### config.mk
export PLATFORM = sky130hd
export DESIGN_NAME = aes_bs_round
export DESIGN_NICKNAME = d
export VERILOG_FILES = /design/src/rtl/aes_bs_pkg.sv /design/src/rtl/aes_bs_sbox.sv /design/src/rtl/aes_bs_mix.sv /design/src/rtl/aes_bs_rot.sv /design/src/rtl/aes_bs_round.sv
export SDC_FILE = /design/constraint.sdc
export NUM_CORES = 1
export LEC_CHECK = 0
export ABC_AREA = 1
export BUFFER_PORTS_ARGS = -buffer_cell sky130_fd_sc_hd__buf_2
export CAP_MARGIN = 10
export CORE_UTILIZATION = 50
export DETAILED_ROUTE_END_ITERATION = 8
export GPL_TIMING_DRIVEN = 0
export MAX_ROUTING_LAYER = met4
export PLACE_DENSITY = 0.75
export SETUP_SLACK_MARGIN = 0.3
export SYNTH_ARGS = -nofsm -noshare
export SYNTH_HDL_FRONTEND = slang
export SYNTH_HIERARCHICAL = 1
export SYNTH_SLANG_ARGS = --single-unit
### constraint.sdc
create_clock -name clk -period 25.6 [get_ports clk]
set_clock_uncertainty 0.15 [all_clocks]
set_input_delay 7.68 -clock clk [delete_from_list [all_inputs] [get_ports clk]]
set_output_delay 7.68 -clock clk [all_outputs]
set_load 0.02 [all_outputs]
### src/rtl/aes_bs_pkg.sv
package aes_bs_pkg;

    localparam int unsigned XLEN   = 32;
    localparam int unsigned BYTE_W = 8;
    localparam int unsigned NBYTES = XLEN / BYTE_W;
    localparam int unsigned BS_W   = $clog2(NBYTES);
    localparam int unsigned IDX_W  = 5;

    typedef logic [BYTE_W-1:0] byte_t;
    typedef logic [XLEN-1:0]   word_t;

    typedef enum logic [1:0] {
        OP_ENC     = 2'b00,
        OP_ENC_MIX = 2'b01,
        OP_DEC     = 2'b10,
        OP_DEC_MIX = 2'b11
    } bs_op_e;

    typedef struct packed {
        logic              dec;
        logic              mix;
        logic [BS_W-1:0]   pos;
    } step_ctl_t;

    // Multiply by x modulo 0x11b.
    function automatic byte_t gf_xtime(input byte_t a);
        return {a[6:0], 1'b0} ^ (a[7] ? 8'h1b : 8'h00);
    endfunction

    // Shift-and-add multiply built from xtime stages.
    function automatic byte_t gf_mul(input byte_t a, input byte_t b);
        byte_t acc;
        byte_t run;
        acc = '0;
        run = a;
        for (int i = 0; i < BYTE_W; i++) begin
            if (b[i]) acc = acc ^ run;
            run = gf_xtime(run);
        end
        return acc;
    endfunction

    // Field inverse as a^254; maps 0 to 0.
    function automatic byte_t gf_inv(input byte_t a);
        byte_t pw;
        byte_t acc;
        pw  = a;
        acc = 8'h01;
        for (int i = 1; i < BYTE_W; i++) begin
            pw  = gf_mul(pw, pw);
            acc = gf_mul(acc, pw);
        end
        return acc;
    endfunction

    function automatic byte_t affine_fwd(input byte_t b);
        return b ^ {b[6:0], b[7]} ^ {b[5:0], b[7:6]} ^ {b[4:0], b[7:5]}
                 ^ {b[3:0], b[7:4]} ^ 8'h63;
    endfunction

    function automatic byte_t affine_inv(input byte_t b);
        return {b[6:0], b[7]} ^ {b[4:0], b[7:5]} ^ {b[1:0], b[7:2]} ^ 8'h05;
    endfunction

endpackage

### src/rtl/aes_bs_sbox.sv
module aes_bs_sbox
    import aes_bs_pkg::*;
(
    input  byte_t in_byte,
    input  logic  inverse,
    output byte_t out_byte
);
    byte_t pre_inv;
    byte_t field_inv;

    // One shared inverter: the affine map sits after it going forward
    // and its inverse sits before it going backward.
    always_comb begin
        pre_inv   = inverse ? affine_inv(in_byte) : in_byte;
        field_inv = gf_inv(pre_inv);
        out_byte  = inverse ? field_inv : affine_fwd(field_inv);
    end

    // neither S-box direction has a fixed point
    always_comb begin
        a_r3_no_fixed_point: assert (out_byte != in_byte);
    end
endmodule

### src/rtl/aes_bs_mix.sv
module aes_bs_mix
    import aes_bs_pkg::*;
(
    input  byte_t s,
    input  logic  dec,
    input  logic  mix,
    output word_t col
);
    byte_t m2, m3, m9, mb, md, me;
    byte_t x4, x8;

    always_comb begin
        m2 = gf_xtime(s);
        x4 = gf_xtime(m2);
        x8 = gf_xtime(x4);
        m3 = m2 ^ s;
        m9 = x8 ^ s;
        mb = x8 ^ m2 ^ s;
        md = x8 ^ x4 ^ s;
        me = x8 ^ x4 ^ m2;
        unique case ({dec, mix})
            2'b01:   col = {m3, s, s, m2};
            2'b11:   col = {mb, md, m9, me};
            default: col = {{(XLEN-BYTE_W){1'b0}}, s};
        endcase
    end

    // relations between the lanes of the expanded column
    always_comb begin
        if (mix && !dec) begin
            a_r5_enc_lane_rel: assert ((col[31:24] ^ col[7:0]) == col[15:8]);
        end
        if (mix && dec) begin
            a_r6_dec_lane_rel: assert ((col[31:24] ^ col[15:8]) == gf_xtime(s));
        end
    end
endmodule

### src/rtl/aes_bs_rot.sv
module aes_bs_rot
    import aes_bs_pkg::*;
(
    input  word_t           word_i,
    input  logic [BS_W-1:0] amt,
    output word_t           word_o
);
    // Each output lane picks a source lane; no wide shifter is formed.
    for (genvar j = 0; j < NBYTES; j++) begin : g_lane
        logic [BS_W-1:0] src;
        assign src = BS_W'(j) - amt;
        assign word_o[BYTE_W*j +: BYTE_W] = word_i[BYTE_W*src +: BYTE_W];
    end

    // rotation keeps the population count
    always_comb begin
        a_r7_popcount_kept: assert ($countones(word_o) == $countones(word_i));
    end
endmodule

### src/rtl/aes_bs_round.sv
module aes_bs_round
    import aes_bs_pkg::*;
(
    input  logic             clk,
    input  logic             rst,
    input  logic             in_valid,
    input  logic [1:0]       in_op,
    input  logic [BS_W-1:0]  in_bs,
    input  logic [XLEN-1:0]  in_rs1,
    input  logic [XLEN-1:0]  in_rs2,
    input  logic [IDX_W-1:0] in_rd,
    output logic             out_valid,
    output logic [XLEN-1:0]  out_result,
    output logic [IDX_W-1:0] out_rd
);
    step_ctl_t ctl;
    bs_op_e    op_k;
    byte_t     picked;
    byte_t     subst;
    word_t     column;
    word_t     rotated;

    assign op_k     = bs_op_e'(in_op);
    assign ctl.dec  = (op_k == OP_DEC) || (op_k == OP_DEC_MIX);
    assign ctl.mix  = (op_k == OP_ENC_MIX) || (op_k == OP_DEC_MIX);
    assign ctl.pos  = in_bs;
    assign picked   = in_rs2[BYTE_W*ctl.pos +: BYTE_W];

    aes_bs_sbox u_sbox (
        .in_byte  (picked),
        .inverse  (ctl.dec),
        .out_byte (subst)
    );

    aes_bs_mix u_mix (
        .s   (subst),
        .dec (ctl.dec),
        .mix (ctl.mix),
        .col (column)
    );

    aes_bs_rot u_rot (
        .word_i (column),
        .amt    (ctl.pos),
        .word_o (rotated)
    );

    always_ff @(posedge clk) begin
        if (rst) begin
            out_valid  <= 1'b0;
            out_result <= '0;
            out_rd     <= '0;
        end else begin
            out_valid <= in_valid;
            if (in_valid) begin
                out_result <= rotated ^ in_rs1;
                out_rd     <= in_rd;
            end
        end
    end

    a_r1_reset_clear: assert property (@(posedge clk)
        rst |=> (!out_valid && out_result == '0 && out_rd == '0));

    a_r8_result_due: assert property (@(posedge clk) disable iff (rst)
        in_valid |=> out_valid);

    a_r9_rd_carried: assert property (@(posedge clk) disable iff (rst)
        in_valid |=> (out_rd == $past(in_rd)));

    a_r4_single_lane: assert property (@(posedge clk) disable iff (rst)
        (in_valid && !in_op[0]) |=> ($countones(out_result ^ $past(in_rs1)) <= 8));

    a_r10_idle_hold: assert property (@(posedge clk) disable iff (rst)
        !in_valid |=> (!out_valid && $stable(out_result) && $stable(out_rd)));
endmodule

# Word-level counts from Yosys, hierarchy flattened
# Index checks and enable logic that the tools add are counted.
[totals]
output_inout_bits = 38
in_bits = 76
elab_cells = 436
regBits = 38
[classes]
n_eq_ne = 5
reduce_logical = 2
n_bitwise = 208
addsub = 4
mux = 209
shift = 5
[op_table]
columns = ["operator", "n"]
rows = [
  ["$xor A8 B8 Y8", 198],
  ["$mux W8", 107],
  ["$mux W5", 95],
  ["$shiftx A32 B6 Y8", 5],
  ["$pmux W32 S2", 1],
  ["$xor A32 B32 Y32", 1],
  ["$mux W7", 1],
  ["$not A1 Y1 const A", 7],
  ["$eq A2 B2 Y1 const B", 3],
  ["$mux W6", 1],
  ["$eq A2 B1 Y1 const B", 2],
  ["$mux W4", 1],
  ["$not A4 Y4", 1],
  ["$sub A1 B2 Y2 const A", 2],
  ["$sub A2 B2 Y2 const A", 2],
  ["$mux W3", 1],
  ["$logic_or A1 B1 Y1", 2],
  ["$mux W2", 1],
  ["$not A2 Y2", 1],
  ["$mux W1", 1],
]

# Depth between registers and ports, before layout
# Gate-level depths: netlist of the first run.
[logic_depth]
depth_word = 149
mapped_depth = 164
ltp_nobuf = 157

# Modules after synthesis
# Netlist of the first run, hierarchy kept.
[by_module_without_submodules]
columns = ["mod", "instances", "area_per_inst_um2", "seq_area_each_um2", "cells_each"]
rows = [
  ["aes_bs_sbox", 1, 21067.7, 0.0, 4109],
  ["aes_bs_round", 1, 2434.8, 760.7, 441],
  ["aes_bs_rot", 1, 973.4, 0.0, 228],
  ["aes_bs_mix", 1, 952.2, 0.0, 193],
]

# Least setup slack after synthesis of the first run
# OpenSTA, ideal clock, no wires.
[synth_timing]
path_type = "input port to flip-flop"
start = "in in_bs[1]"
end = "reg out_result[27]"
arrival_time_ns = 21.084
required_ns = 25.341
path_buffers = 11
stages = 138
slack_ns = 4.257
setup_time_ns = 0.109
cell_sequence = "inv_1 -> buf_2 -> nand3_1 -> nand2_1 -> inv_2 -> nand2_1 -> nand3_1 -> nand3_2 -> nand2_4 -> buf_6 -> ha_1 -> inv_1 -> nand3_1 -> nand3_2 -> nand2_1 -> nand2_1 -> inv_1 -> nand2_1 -> [... 102 more ...] -> buf_6 -> inv_4 -> buf_6 -> nand3_2 -> nand3b_1 -> nand2_2 -> o21ai_2 -> nand2_1 -> nor2_1 -> inv_1 -> nand2_1 -> nand3_1 -> nand2_1 -> inv_1 -> nand2_1 -> nand3_1 -> nand2_1 -> inv_1"
[synth_between]
elab_cells_between_ends = 413
cone_classes = "add/sub (1); shift (2); mux (209); bitwise (201)"
[synth_rtl]
columns = ["element", "line", "rtl"]
rows = [
  ["start, declared", "aes_bs_round.sv:8", "input logic [BS_W-1:0] in_bs,"],
  ["$shiftx A32 B6 Y8 (*)", "aes_bs_round.sv:27", "assign picked = in_rs2[BYTE_W*ctl.pos +: BYTE_W];"],
  ["net picked[4]", "aes_bs_round.sv:18", "byte_t picked;"],
  ["$xor A8 B8 Y8 (2 in series)", "aes_bs_pkg.sv:62", "return {b[6:0], b[7]} ^ {b[4:0], b[7:5]} ^ {b[1:0], b[7:2]} ^ 8'h05;"],
  ["$mux W8 (*)", "aes_bs_sbox.sv:14", "pre_inv = inverse ? affine_inv(in_byte) : in_byte;"],
  ["$mux W5", "aes_bs_pkg.sv:27", "return {a[6:0], 1'b0} ^ (a[7] ? 8'h1b : 8'h00);"],
  ["$xor A8 B8 Y8", "aes_bs_pkg.sv:27", ""],
  ["$xor A8 B8 Y8", "aes_bs_pkg.sv:37", "if (b[i]) acc = acc ^ run;"],
  ["$mux W8", "aes_bs_pkg.sv:37", ""],
  ["[... 125 more ...]", "-", ""],
  ["net subst[7]", "aes_bs_round.sv:19", "byte_t subst;"],
  ["$mux W5 (*)", "aes_bs_pkg.sv:27", ""],
  ["$xor A8 B8 Y8 (*) (3 in series)", "aes_bs_pkg.sv:27", ""],
  ["$xor A8 B8 Y8 (*) (2 in series)", "aes_bs_mix.sv:19", "md = x8 ^ x4 ^ s;"],
  ["$pmux W32 S2 (*)", "aes_bs_mix.sv:21", "unique case ({dec, mix})"],
  ["net column[19]", "aes_bs_round.sv:20", "word_t column;"],
  ["$shiftx A32 B6 Y8 (*)", "aes_bs_rot.sv:12", "assign word_o[BYTE_W*j +: BYTE_W] = word_i[BYTE_W*src +: BYTE_W];"],
  ["net rotated[27]", "aes_bs_round.sv:21", "word_t rotated;"],
  ["$xor A32 B32 Y32 (*)", "aes_bs_round.sv:56", "out_result <= rotated ^ in_rs1;"],
  ["end signal, assigned", "aes_bs_round.sv:56", ""],
  ["end, declared", "aes_bs_round.sv:13", "output logic [XLEN-1:0] out_result,"],
]
# Mark *: on every way through the listed nets, which the timed path passes. The rest lies on a longest branch.
# A chain may end at the register's enable or synchronous reset.

# Worst setup path after layout of the first run
[layout_timing]
start = "in in_bs[1]"
end = "reg out_result[28]"
[layout_between]
elab_cells_between_ends = 413
cone_classes = "add/sub (1); shift (2); mux (209); bitwise (201)"
[layout_rtl]
columns = ["element", "line", "rtl"]
rows = [
  ["$shiftx A32 B6 Y8 (*)", "aes_bs_round.sv:27", ""],
  ["net picked[6]", "aes_bs_round.sv:18", ""],
  ["$xor A8 B8 Y8 (2 in series)", "aes_bs_pkg.sv:62", ""],
  ["$mux W8 (*)", "aes_bs_sbox.sv:14", ""],
  ["$mux W5 or $mux W8 (tied branches)", "aes_bs_pkg.sv:27, aes_bs_pkg.sv:37", ""],
  ["$xor A8 B8 Y8 (on tied branches)", "aes_bs_pkg.sv:27, aes_bs_pkg.sv:37", ""],
  ["$xor A8 B8 Y8 or $mux W8 (tied branches)", "aes_bs_pkg.sv:37", ""],
  ["$mux W8 or $xor A8 B8 Y8 (tied branches)", "aes_bs_pkg.sv:37", ""],
  ["[... 126 more ...]", "-", ""],
  ["net subst[1]", "aes_bs_round.sv:19", ""],
  ["$xor A8 B8 Y8 (*) (3 in series)", "aes_bs_pkg.sv:27", ""],
  ["$xor A8 B8 Y8 (*)", "aes_bs_mix.sv:17", "m9 = x8 ^ s;"],
  ["$pmux W32 S2 (*)", "aes_bs_mix.sv:21", ""],
  ["net column[12]", "aes_bs_round.sv:20", ""],
  ["$shiftx A32 B6 Y8 (*)", "aes_bs_rot.sv:12", ""],
  ["net rotated[28]", "aes_bs_round.sv:21", ""],
  ["$xor A32 B32 Y32 (*)", "aes_bs_round.sv:56", ""],
]
# Marked as above.

==> results.sh, run 1 <==
export IMPL_clockBufferDepth=2
export IMPL_max_cap_violations=0
export IMPL_async_set_or_reset_flop_fraction_in_the_synthesized_netlist_pct=0
export IMPL_final_max_slew_viol_count=0
export IMPL_synth_yosys_seq_area_share_pct=2.99
export IMPL_dpl_hpwl_mm=61.2
export IMPL_synth_avg_cell_area_um2=5.12
export IMPL_timing_rr_start="out_result[10]"
export IMPL_rows=82
export IMPL_finalSetupViolations=0
export IMPL_antenna_cells_inserted=0
export IMPL_finalHoldWorstSlack_ns=0.315
export IMPL_ys_warnings_count=6
export IMPL_final_period_minus_worst_setup_slack_ns=23.93
export IMPL_ctsHtreeMaxLevel=2
export IMPL_grt_pass1_wl_mm=125
export IMPL_synth_flop_cell="dfxtp_1"
export IMPL_tightest_slew_margin_relative_to_the_limit_pct=52.2
export IMPL_critical_path_max_fanout=10
export IMPL_reg2reg_to="out_result[10]"
export IMPL_worst_setup_path_start_kind="input pin"
export IMPL_design_final_nets=5177
export IMPL_clk_insertion_delay_late_ns=0.28
export IMPL_max_clock_freq_ghz=0.0418
export IMPL_die_width_um=228
export IMPL_post_route_cells_drive_above_1_share_pct=19.2
export IMPL_routabilityCongestion=0.976
export IMPL_worstHoldPathCells=2
export IMPL_reg2reg_depth=4
export IMPL_antenna_found_initial=0
export IMPL_cts_hold_repair_buffers=0
export IMPL_edff_count_synth=0
export IMPL_start_util_pct=50.7
export IMPL_post_synth_instance_area_um2=25400
export IMPL_pin_count_of_the_biggest_net_entering_global_routing=14
export IMPL_die_h_um=228
export IMPL_synthDistinctLibCells=59
export IMPL_drc=0
export IMPL_setup_worst_path_class="input pin to flop"
export IMPL_hold_violations=0
export IMPL_worst_setup_path_end_kind="flop"
export IMPL_drt_first_pass_iters=6
export IMPL_timing_critical_path_buf_inv=32
export IMPL_whs_endpoint="out_rd[3]"
export IMPL_cts_buffers=5
export IMPL_overflow=0
export IMPL_synth_cells=4971
export IMPL_tritoncts="built"
export IMPL_r2r_slack_ns=24.74
export IMPL_clkTransAtPathRegs_ns=0.06
export IMPL_num_vias=30200
export IMPL_port_buffer_count=109
export IMPL_core_area_um2=50200
export IMPL_first_global_vias=26200
export IMPL_route_detailed_wl_per_inst_um=13.2
export IMPL_postSynthNetCount=5054
export IMPL_final_antenna_net_count=0
export IMPL_dieArea_um2=51800
export IMPL_floorplan_io_pins=114
export IMPL_drt_wl_total_mm=76.1
export IMPL_outcome="complete, no violations"
export IMPL_crit_path_frequent_cell="nand2_1"
export IMPL_min_path_type="flop to flop"
export IMPL_cp_arrival_ns=23.97
export IMPL_final_period_utilization_pct=93.5
export IMPL_cpLargestDelayFamily="simple AND/OR/NAND/NOR gates"
export IMPL_cts_root_buffer="clkbuf_16"
export IMPL_critical_path_slowest_cell="ha_1"
export IMPL_dr_first_iter_drc_count=2761
export IMPL_area_growth_syn_to_layout_pct=6.95
export IMPL_setup_tns_ns=0
export IMPL_crit_required_ns=25.64
export IMPL_grt_setup_unrepaired="false"
export IMPL_vias_per_cell=5.24
export IMPL_worstMarginPinSlew_ns=0.718
export IMPL_hp_start="out_rd[3]"
export IMPL_worst_path_largest_cell_delay_ns=0.38
export IMPL_yosys_register_bits=38
export IMPL_cts_sinks=38
export IMPL_track_usage_pct=29.5
Yosys cell counts, types with 3 or more instances:
cell type     n  area share (%)
o211ai_1     13            0.38
nand3b_1     47             1.4
xnor2_2       6            0.38
nand2_1    2035              30
nand2_2     346             8.5
o21ai_1      40            0.79
clkbuf_8      7            0.38
xor2_4        3            0.32
o22ai_1       6            0.15
inv_1       532             7.9
a21oi_1      28            0.55
nand2_4      97             4.3
nand3_2      61             2.4
o21ai_0      42            0.83
nand3_1     734              14
nor2_4        3            0.13
xor2_2       23             1.5
buf_8         7            0.41
buf_2        34            0.67
o21ai_2       6            0.21
inv_2        91             1.3
inv_4        15            0.37
xor2_1      137             4.7
ha_1          7            0.34
o21bai_1      8            0.24
nor2_2       33            0.81
or2_0         7            0.17
clkinv_1      8            0.12
a21oi_2       5            0.17
buf_12        4            0.31
nor2_1      299             4.4
dfxtp_1      38             3.0
nor3_1        5           0.098
clkbuf_1      9            0.13
nand3_4       3            0.21
nand4_1      56             1.4
buf_4        16            0.47
inv_6         5            0.17
buf_6        53             2.3
xnor2_1      61             2.1
or2_1        15            0.37
final cells by class:
cell class | instances | area (um^2)
Timing Repair Buffer | 116 | 611
Multi-Input combinational cell | 4145 | 21000
Tap cell | 672 | 841
Clock inverter | 3 | 68.8
Sequential cell | 38 | 761
Fill cell | 5243 | 23000
Inverter | 654 | 2540
Clock buffer | 5 | 125
Buffer | 134 | 1230
metrics by stage:
step,cells,setup slack [ns],instance area (um^2),utilization [%]
after floorplan,4971,4.26,25400,-
after global placement,5752,1.12,26800,53.4
after detailed placement,5752,0.977,26800,53.4
after CTS,5760,1.20,27000,53.8
after global routing,5767,0.308,27200,54.2
final,5767,1.67,27200,54.2
routing by layer:
metal  vias up  GRT usage, %  routed length (um)
met5         -             -                   0
met4         0          6.93                1380
met3       111          1.96                5250
met2      1065          48.9               34700
met1     13400          38.9               34900
li1      15700             -                   -
state kept, by name, indices dropped and copies added (netlist names):
signal,cells
out_rd,5
out_result,32
out_valid,1
cells in the final DEF (no fill, tap or decap), types with 28 or more instances in the layout:
cell and instances:
nand3_2 63, dfxtp_1 38, nand2_2 350, a21oi_1 28, nand2_4 99, nand3_1 732, nand4_1 56, xnor2_1 59
buf_2 139, o21ai_1 39, inv_2 93, xor2_1 136, nor2_2 33, buf_6 53, inv_1 529, nand2_1 2029
o21ai_0 42, nor2_1 299, nand3b_1 47
what timing repair did:
action / in CTS / in global routing
setup buffers: 0 / 7
resized for setup: 0 / 26
setup endpoints to repair: 0 / 32
worst reg2reg max path: stages, from the launching register on:
cell	delay, ns
dfxtp_1	0.32
nor2_1	0.12
nor2_1	0.05
nand2_1	0.08
inv_1	0.04
kinds of logic after synthesis:
group,after synthesis,synth area share [%]
simple gates,3753,69.3
fa+ha+maj,7,0.344
compound gates,155,3.57
buf+inv,788,14.8
xor+xnor,230,9.00
flops,38,2.99
worst max path at each step:
| stage | depth (start not counted) | start | slack [ns] | to |
|---|---|---|---|---|
| detailed placement | 126 | in_bs[1] | 0.98 | out_result[20] |
| CTS | 129 | in_bs[1] | 1.20 | out_result[28] |
| global placement | 125 | in_bs[1] | 1.12 | out_result[4] |
| finish | 126 | in_bs[1] | 1.67 | out_result[28] |
| floorplan | 138 | in_bs[1] | 4.26 | out_result[27] |
| global route | 139 | in_bs[1] | 0.31 | out_result[12] |
Power of run 1 is not shown: default switching activity piles up to over one toggle a cycle in this logic, so the estimate is an artifact.
==> run 2: changes to the inputs <==
Settings changed: CTS_CLUSTER_SIZE set to 16, SYNTH_HIERARCHICAL 1 to not set.
==> results.sh, run 2 <==
export IMPL_final_max_slew_viol_count=0
export IMPL_worst_setup_path_start_kind="input pin"
export IMPL_synth_xor_area_share_pct=6.77
export IMPL_start_util_pct=50.7
export IMPL_max_flop_register="out_result"
export IMPL_yosys_top_cells_area="nand2_1 34%, nand3_1 18%, inv_1 6.1%"
export IMPL_critPathLaunch="in_bs[0]"
export IMPL_synth_top_area_share_pct=33.7
export IMPL_grt_pass1_wl_mm=136
export IMPL_min_path_type="flop to flop"
export IMPL_largestRegisters="out_result: 32 flops, out_rd: 5 flops, out_valid: 1 flops"
export IMPL_outcome="complete, no violations"
export IMPL_synth_avg_cell_area_um2=4.88
export IMPL_synth_top_family_by_area="simple AND/OR/NAND/NOR gates"
export IMPL_drc=0
export IMPL_cp_arrival_ns=23.97
export IMPL_synth_most_common_cell="nand2_1"
export IMPL_post_route_cells_drive_above_1_share_pct=15.2
export IMPL_tightest_slew_margin_relative_to_the_limit_pct=54.0
export IMPL_synth_simple_gate_area_share_pct=72.1
export IMPL_yosys_area_share_adder_pct=0.353
export IMPL_core_area_um2=49000
export IMPL_largest_register_ff_count=32
export IMPL_whs_endpoint="out_rd[0]"
export IMPL_most_used_standard_cells_in_the_synthesized_netlist="2231 x nand2_1, 893 x nand3_1, 403 x inv_1"
export IMPL_die_h_um=225
export IMPL_routabilityCongestion=1.02
export IMPL_clkTransAtPathRegs_ns=0.06
export IMPL_vias_per_cell=5.49
export IMPL_area_growth_syn_to_layout_pct=7.28
export IMPL_route_detailed_wl_per_inst_um=14.1
export IMPL_final_period_minus_worst_setup_slack_ns=23.93
export IMPL_dieArea_um2=50600
export IMPL_dpl_hpwl_mm=66.7
export IMPL_worst_setup_path_end_kind="flop"
export IMPL_rows=81
export IMPL_crit_path_frequent_cell="nand2_1"
export IMPL_max_cap_violations=0
export IMPL_drt_wl_total_mm=83.1
export IMPL_finalHoldWorstSlack_ns=0.350
export IMPL_async_set_or_reset_flop_fraction_in_the_synthesized_netlist_pct=0
export IMPL_yosys_register_bits=38
export IMPL_cts_sinks=38
export IMPL_synthDistinctLibCells=57
export IMPL_dr_first_iter_drc_count=3412
export IMPL_floorplan_io_pins=114
export IMPL_timing_rr_start="out_result[3]"
export IMPL_edff_count_synth=0
export IMPL_final_antenna_net_count=0
export IMPL_first_global_vias=28200
export IMPL_max_clock_freq_ghz=0.0418
export IMPL_r2r_slack_ns=24.73
export IMPL_die_width_um=225
export IMPL_yosysTopAreaCell="nand2_1"
export IMPL_worstMarginPinSlew_ns=0.687
export IMPL_finalInstanceArea_um2=26600
export IMPL_worst_path_largest_cell_delay_ns=0.33
export IMPL_crit_required_ns=25.64
export IMPL_final_common_cell="nand2_1"
export IMPL_reg2reg_to="out_result[3]"
export IMPL_final_period_utilization_pct=93.5
export IMPL_hold_violations=0
export IMPL_synth_cells=5090
export IMPL_critical_path_max_fanout=10
export IMPL_synth_flop_cell="dfxtp_1"
export IMPL_ctsHtreeMaxLevel=2
export IMPL_cts_root_buffer="clkbuf_16"
export IMPL_commonest_cells_after_routing_fill_and_taps_aside="2229 x nand2_1, 891 x nand3_1, 402 x inv_1"
export IMPL_num_vias=32300
export IMPL_design_final_nets=5302
export IMPL_clk_insertion_delay_late_ns=0.29
export IMPL_placed_area_um2=26200
export IMPL_cts_hold_repair_buffers=0
export IMPL_synth_yosys_seq_area_share_pct=3.06
export IMPL_complex_gate_fraction_of_the_synthesized_area_pct=4.03
export IMPL_overflow=0
export IMPL_track_usage_pct=32.9
export IMPL_antenna_found_initial=3
export IMPL_worstHoldPathCells=2
export IMPL_tritoncts="built"
export IMPL_drt_first_pass_iters=7
export IMPL_hp_start="out_rd[0]"
export IMPL_finalSetupViolations=0
export IMPL_cts_buffers=5
export IMPL_reg2reg_depth=4
export IMPL_critical_path_slowest_cell="ha_4"
export IMPL_port_buffer_count=111
export IMPL_muxShareOfSynthArea_pct=0
export IMPL_ys_warnings_count=0
export IMPL_grt_setup_unrepaired="false"
export IMPL_post_synth_instance_area_um2=24800
export IMPL_clockBufferDepth=2
export IMPL_postSynthNetCount=5173
export IMPL_pin_count_of_the_biggest_net_entering_global_routing=14
export IMPL_setup_worst_path_class="input pin to flop"
run 2: layout make-up:
cell class	instances	area [um^2]
Tap cell	664	831
Inverter	584	2230
Timing Repair Buffer	122	638
Antenna cell	3	7.51
Clock inverter	3	68.8
Sequential cell	38	761
Multi-Input combinational cell	4318	20800
Fill cell	5310	22300
Clock buffer	5	125
Buffer	150	1200
run 2: timing repair:
action / 4_1_cts / 5_1_grt
setup endpoints to repair: 32 / 32
pin swaps: 0 / 5
gates resized for setup: 2 / 42
buffers inserted: 0 / 11
run 2: cell families (layout without fill, tap and decap cells):
kind of cell / Yosys count / after routing
simple gates: 3961 / 3961
xor+xnor: 172 / 172
other cells: 0 / 3
buf+inv: 734 / 864
flops: 38 / 38
compound gates: 178 / 178
fa+ha+maj: 7 / 7
run 2: worst max-delay path, delay by kind of cell:
family	cells	cell delay [ns]
and+or+nand+nor	75	8.12
buffers and inverters	26	4.03
xor gates and xnor gates	11	2.01
adders and majority gates	6	1.60
AOI/OAI and AO/OA	3	0.46
run 2: worst max-delay path by stage:
stage / to / slack [ns]
global placement: out_result[19] / -0.24
floorplan: out_result[30] / 3.90
finish: out_result[30] / 1.67
global route: out_result[30] / 0.23
CTS: out_result[3] / 0.43
detailed placement: out_result[19] / -0.37
run 2: metrics by stage:
step | utilization, % | std cells | setup WS, ns | setup TNS (ns)
floorplan | - | 5090 | 3.90 | 0
global placement | 53.6 | 5865 | -0.245 | -3.40
detailed placement | 53.6 | 5865 | -0.372 | -7.33
CTS | 54.0 | 5873 | 0.431 | 0
global route | 54.4 | 5887 | 0.233 | 0
finish | 54.4 | 5887 | 1.67 | 0
run 2: routing by layer:
metal | wire length (um) | vias to the layer above | track usage [%] | share of wire, %
li1 | - | 16400 | - | -
met1 | 35900 | 14300 | 43.1 | 43
met2 | 36400 | 1477 | 51.4 | 44
met3 | 7440 | 210 | 3.21 | 9.0
met4 | 3330 | 0 | 13.7 | 4.0
met5 | 0 | - | - | 0
Power of run 2 is left out for the same reason.
